$ cat src/rtl/qdec_pkg.sv
package qdec_pkg;
    typedef enum logic [1:0] {
        RES_NQ = 2'd0,
        RES_X1 = 2'd1,
        RES_X2 = 2'd2,
        RES_X4 = 2'd3
    } res_e;

    typedef struct packed {
        logic a;
        logic b;
    } ab_t;

    typedef struct packed {
        logic fire;
        logic up;
    } step_t;

    localparam int SYNC_DEPTH = 2;
    localparam int AGREE_LEN  = 3;

    // direction of a single-line move: new A differs from old B -> up
    function automatic logic move_up(ab_t prev, ab_t cur);
        return cur.a ^ prev.b;
    endfunction
endpackage

$ cat src/rtl/qdec_filter.sv
module qdec_filter #(
    parameter int   SYNC_STAGES = 2,
    parameter int   FILT_LEN    = 3,
    parameter logic RST_VAL     = 1'b0
) (
    input  logic clk,
    input  logic rst,
    input  logic din,
    output logic raw_cur,
    output logic raw_prev,
    output logic filt
);
    logic [SYNC_STAGES-1:0] sy;
    logic [FILT_LEN-1:0]    hist;

    always_ff @(posedge clk) begin
        if (rst) begin
            sy   <= {SYNC_STAGES{RST_VAL}};
            hist <= {FILT_LEN{RST_VAL}};
            filt <= RST_VAL;
        end else begin
            sy   <= {sy[SYNC_STAGES-2:0], din};
            hist <= {hist[FILT_LEN-2:0], sy[SYNC_STAGES-1]};
            if ((&hist) || !(|hist))
                filt <= hist[0];
        end
    end

    assign raw_cur  = hist[0];
    assign raw_prev = hist[1];
endmodule

$ cat src/rtl/qdec_decode.sv
module qdec_decode
    import qdec_pkg::*;
(
    input  logic  clk,
    input  logic  rst,
    input  res_e  res,
    input  logic  ab_en,
    input  ab_t   filt,
    input  logic  raw_a_cur,
    input  logic  raw_a_prev,
    input  logic  raw_b_cur,
    output step_t step,
    output logic  noise_hit
);
    ab_t  prev;
    logic chg_a, chg_b, single, take;

    always_ff @(posedge clk) begin
        if (rst) prev <= '0;
        else     prev <= filt;
    end

    assign chg_a  = filt.a ^ prev.a;
    assign chg_b  = filt.b ^ prev.b;
    assign single = chg_a ^ chg_b;

    always_comb begin
        unique case (res)
            RES_X4:  take = single;
            RES_X2:  take = single && chg_a;
            RES_X1:  take = single && chg_a && !filt.b;
            default: take = 1'b0;
        endcase
    end

    always_comb begin
        if (res == RES_NQ) begin
            step.fire = ab_en && raw_a_cur && !raw_a_prev;
            step.up   = raw_b_cur;
        end else begin
            step.fire = ab_en && take;
            step.up   = move_up(prev, filt);
        end
    end

    assign noise_hit = (res != RES_NQ) && chg_a && chg_b;
endmodule

$ cat src/rtl/qdec_index.sv
module qdec_index (
    input  logic idx_filt,
    input  logic sync_req,
    input  logic quad,
    input  logic pol,
    input  logic fire,
    output logic strobe
);
    logic sync_eff;
    assign sync_eff = sync_req && quad;
    assign strobe   = sync_eff ? (fire && (idx_filt == pol)) : !idx_filt;
endmodule

$ cat src/rtl/qdec_top.sv
module qdec_top
    import qdec_pkg::*;
#(
    parameter int SYNC_STAGES = SYNC_DEPTH,
    parameter int FILT_LEN    = AGREE_LEN
) (
    input  logic       clk,
    input  logic       rst,
    input  logic       enc_a,
    input  logic       enc_b,
    input  logic       enc_idx,
    input  logic       ab_en,
    input  logic [1:0] res_mode,
    input  logic       idx_sync,
    input  logic       idx_pol,
    output logic       cnt_en,
    output logic       cnt_up,
    output logic       idx_strobe,
    output logic       noise_err
);
    localparam int NLINES = 3;

    logic [NLINES-1:0] lines, raw_cur, raw_prev, filt;
    res_e  res;
    step_t step;
    logic  noise_hit, strobe;

    assign lines = {enc_idx, enc_b, enc_a};
    assign res   = res_e'(res_mode);

    for (genvar g = 0; g < NLINES; g++) begin : g_line
        qdec_filter #(
            .SYNC_STAGES(SYNC_STAGES),
            .FILT_LEN   (FILT_LEN),
            .RST_VAL    ((g == NLINES - 1) ? 1'b1 : 1'b0)
        ) filt_i (
            .clk     (clk),
            .rst     (rst),
            .din     (lines[g]),
            .raw_cur (raw_cur[g]),
            .raw_prev(raw_prev[g]),
            .filt    (filt[g])
        );
    end

    qdec_decode dec_i (
        .clk       (clk),
        .rst       (rst),
        .res       (res),
        .ab_en     (ab_en),
        .filt      ('{a: filt[0], b: filt[1]}),
        .raw_a_cur (raw_cur[0]),
        .raw_a_prev(raw_prev[0]),
        .raw_b_cur (raw_cur[1]),
        .step      (step),
        .noise_hit (noise_hit)
    );

    qdec_index idx_i (
        .idx_filt(filt[2]),
        .sync_req(idx_sync),
        .quad    (res != RES_NQ),
        .pol     (idx_pol),
        .fire    (step.fire),
        .strobe  (strobe)
    );

    always_ff @(posedge clk) begin
        if (rst) begin
            cnt_en     <= 1'b0;
            cnt_up     <= 1'b0;
            idx_strobe <= 1'b0;
            noise_err  <= 1'b0;
        end else begin
            cnt_en     <= step.fire;
            cnt_up     <= step.up;
            idx_strobe <= strobe;
            if (res == RES_NQ)  noise_err <= 1'b0;
            else if (noise_hit) noise_err <= 1'b1;
        end
    end
endmodule

$ cat config.mk
export PLATFORM = sky130hd
export DESIGN_NAME = qdec_top
export DESIGN_NICKNAME = d
export VERILOG_FILES = /design/src/rtl/qdec_pkg.sv /design/src/rtl/qdec_filter.sv /design/src/rtl/qdec_decode.sv /design/src/rtl/qdec_index.sv /design/src/rtl/qdec_top.sv
export SDC_FILE = /design/constraint.sdc
export NUM_CORES = 1
export LEC_CHECK = 0
export BUFFER_PORTS_ARGS = -buffer_cell sky130_fd_sc_hd__buf_4
export CAP_MARGIN = 20
export CORE_MARGIN = 5
export CORE_UTILIZATION = 47
export DETAILED_ROUTE_END_ITERATION = 12
export GPL_TIMING_DRIVEN = 0
export PLACE_DENSITY_LB_ADDON = 0.3
export REMOVE_ABC_BUFFERS = 1
export SYNTH_ARGS = -nofsm -noshare
export SYNTH_HDL_FRONTEND = slang
export SYNTH_SLANG_ARGS = --single-unit
$ cat constraint.sdc
create_clock -name clk -period 1.5 [get_ports clk]
set_input_delay 0.15 -clock clk [delete_from_list [all_inputs] [get_ports clk]]
set_output_delay 0.15 -clock clk [all_outputs]
set_load 0.05 [all_outputs]
==> run metrics <==
Tightest Pin Transition 0.2106 ns; initial antenna violation count 0; pwr/cell area 947.0 nW/um^2; TritonCTS Buffers 3; Seq/Total Area, Yosys 0.5740; Die Area 2725 um^2; Max VDD drop 0.7161 mV; kind of critical path flop to flop; DR top layer met3; maximum net fanout on the critical path 3; pre-CTS setup slack -0.1053 ns; setup slack after layout 0.01554 ns; Via density 4.901; DRT met1 WL 564 um; routed length per instance 10.61 um; flops & latches, synth 24; TritonRoute pass-1 iters 2; Register Area 484.2 um^2; cell count after synthesis 80; fin area 1022 um^2; class of the worst hold path primary input to flop; clock sink count 24; Met2 Wirelength 635 um; synth unique cells 22; final WL 1284 um; first-pass GRT wire length 2166 um; CTS tree built; Max Slew Vio Count 0; GRT overflow 0; CP startpoint kind flop; switching power 0.0001966 W; Crit path required time 1.69 ns; Final period util 0.9896; Avg Inst Size Synth 10.46 um^2; worst rel slew slack 0.8591; worst skew pair latency 0.30 ns; placed cell area 958.4 um^2; share of layout cells above drive strength 1 0.3229; fill count 152; Die Y 52.20 um; largest net degree at the start of global routing 25; DRC 0; Max-Cap Viols 0; Worst EP arrival 1.68 ns; DP Wirelength 843.9 um; Worst Hold Path Cells 2; row count 15; gp weighted congestion 0.7333; Root Buffer clkbuf_4; area used by multi-input combinational logic 367.9 um^2; Met3 Routed Length 84 um; Starting DRT DRC Count 2; internal power 0.0007714 W; static leakage 0.4316 nW; yosys synthesis warning count 0; Final Hold Viols 0; H-tree Lvls 1; Syn Std Cell Area 837.1 um^2; antenna diode instance count 0; RSZ-0062 raised after global routing true; fmax 673.6 MHz; switching part of the total power 0.2031; # setup viols final 0; Layout Nets 109; Core ar. 1708 um^2; Top Ports 14; Post-Route Utilization 0.5985; Tmin final 1.484 ns; r2r worst-path depth 6; setup TNS 0 ns; Clock power frac 0.269; CP endpoint kind flop; I/O Buffers 13; Design Power 0.0009680 W; die width 52.20 um; Syn-to-layout area delta 22.12%; DRT antenna net count 0; vias in the first global route 559; GRT Util Overall 0.1067; Fin Clk Skew 0.001347 ns; status finished, final reports clean; Clock Tree Buf Depth 2; sequential share of power 0.675; clk slew on worst S/H paths 0.11 ns; Starting Density 0.4901; via count 593; Gate power share 0.056
==> registers in the layout (all words and copies together) (netlist names) <==
name	count
cnt_en	1
cnt_up	1
dec_i.prev	2
g_line.filt_i.filt	3
g_line.filt_i.hist	9
g_line.filt_i.sy	6
idx_strobe	1
noise_err	1
==> power by group through the flow <==
| stage | clock (W) | sequential [W] | combinational (W) |
|---|---|---|---|
| after floorplan | 0 | 0.000671 | 0.0000159 |
| after global placement | 0 | 0.000668 | 0.0000524 |
| after detailed placement | 0 | 0.000668 | 0.0000538 |
| after CTS | 0.000274 | 0.000654 | 0.0000547 |
| after global routing | 0.000306 | 0.000656 | 0.0000595 |
| final | 0.000260 | 0.000654 | 0.0000543 |
==> path summary, 6_finish.rpt <==
check,slack [ns],end,startpoint
hold / removal,0.03,g_line[2].filt_i.sy[0],enc_idx
hold reg to reg,0.42,g_line[2].filt_i.sy[1],g_line[2].filt_i.sy[0]
setup / recovery,0.02,idx_strobe,g_line[1].filt_i.filt
setup reg to reg,0.02,idx_strobe,g_line[1].filt_i.filt
==> logic make-up (layout without fill, tap and decap cells) <==
family,Yosys count,count (layout),synth area share
buf+inv,3,19,0.01345
xor+xnor,3,3,0.03140
simple gates,33,33,0.2407
flops,24,24,0.5740
fa+ha+maj,1,1,0.01495
compound gates,16,16,0.1256
==> layout make-up <==
type / count / share of cell area
Sequential cell: 24 / 0.4737
Timing Repair Buffer: 15 / 0.1102
Multi-Input combinational cell: 53 / 0.3599
Tap cell: 25 / 0.03060
Inverter: 1 / 0.003672
Clock buffer: 3 / 0.02203
==> per-layer routing <==
metal,GRT usage,vias to the layer above
met5,0,-
met4,0.05106,0
met3,0.03419,0
met2,0.1757,12
met1,0.1243,275
li1,-,306
==> repair_timing <==
action / CTS / global route
endpoints found under the hold margin: 0 / 0
hold buffers: 0 / 0
setup buffers: 2 / 0
pin swaps: 1 / 0
gates resized for setup: 3 / 3
setup endpoints to repair: 1 / 2
==> Yosys cell counts <==
cell,number,area [um^2]
nor3_1,4,20.02
nand2b_1,2,12.51
dfxtp_1,24,480.5
or2_2,5,31.28
o21bai_1,1,7.510
o21ai_0,3,15.01
nor2_1,4,15.01
ha_1,1,12.51
o2111a_1,1,11.26
and3b_2,2,20.02
a31oi_1,1,6.260
nand2_1,2,7.510
o21a_1,1,7.510
a21o_1,2,15.01
clkbuf_1,2,7.510
o311ai_1,2,17.52
xor2_1,3,26.28
nand3b_1,1,7.510
inv_1,1,3.750
and4bb_1,1,12.51
nor2b_1,12,75.07
a21oi_1,5,25.02
==> per-stage QoR <==
stage	hold slack, ns	std cells
2_1_floorplan	0.2191	78
3_3_place_gp	0.3349	116
3_5_place_dp	0.3380	116
4_1_cts	0.01559	121
5_1_grt	0.00008690	121
6_report	0.02593	121
==> critical path: stages, from the launching register on <==
cell,delay [ns]
dfxtp_2,0.37
xor2_2,0.15
inv_1,0.06
ha_1,0.18
and3b_2,0.24
o311ai_2,0.27
a31oi_1,0.11
==> cell usage in the layout, fill, tap and decap left out <==
cell      instances
dfxtp_1          21
and3b_2           2
ha_1              1
o21bai_1          1
o21ai_0           3
clkbuf_4          3
dfxtp_2           3
nand3b_1          1
xor2_2            1
xor2_1            2
a31oi_1           1
nor3_1            4
nand2b_1          2
a21o_1            2
buf_4            15
nand2_1           2
inv_1             1
a21oi_1           5
and4bb_1          1
o311ai_2          2
nor2b_1          12
or2_2             5
o2111a_1          1
nor2_1            4
o21a_1            1
Note: power is estimated with default switching activity, not from simulation.
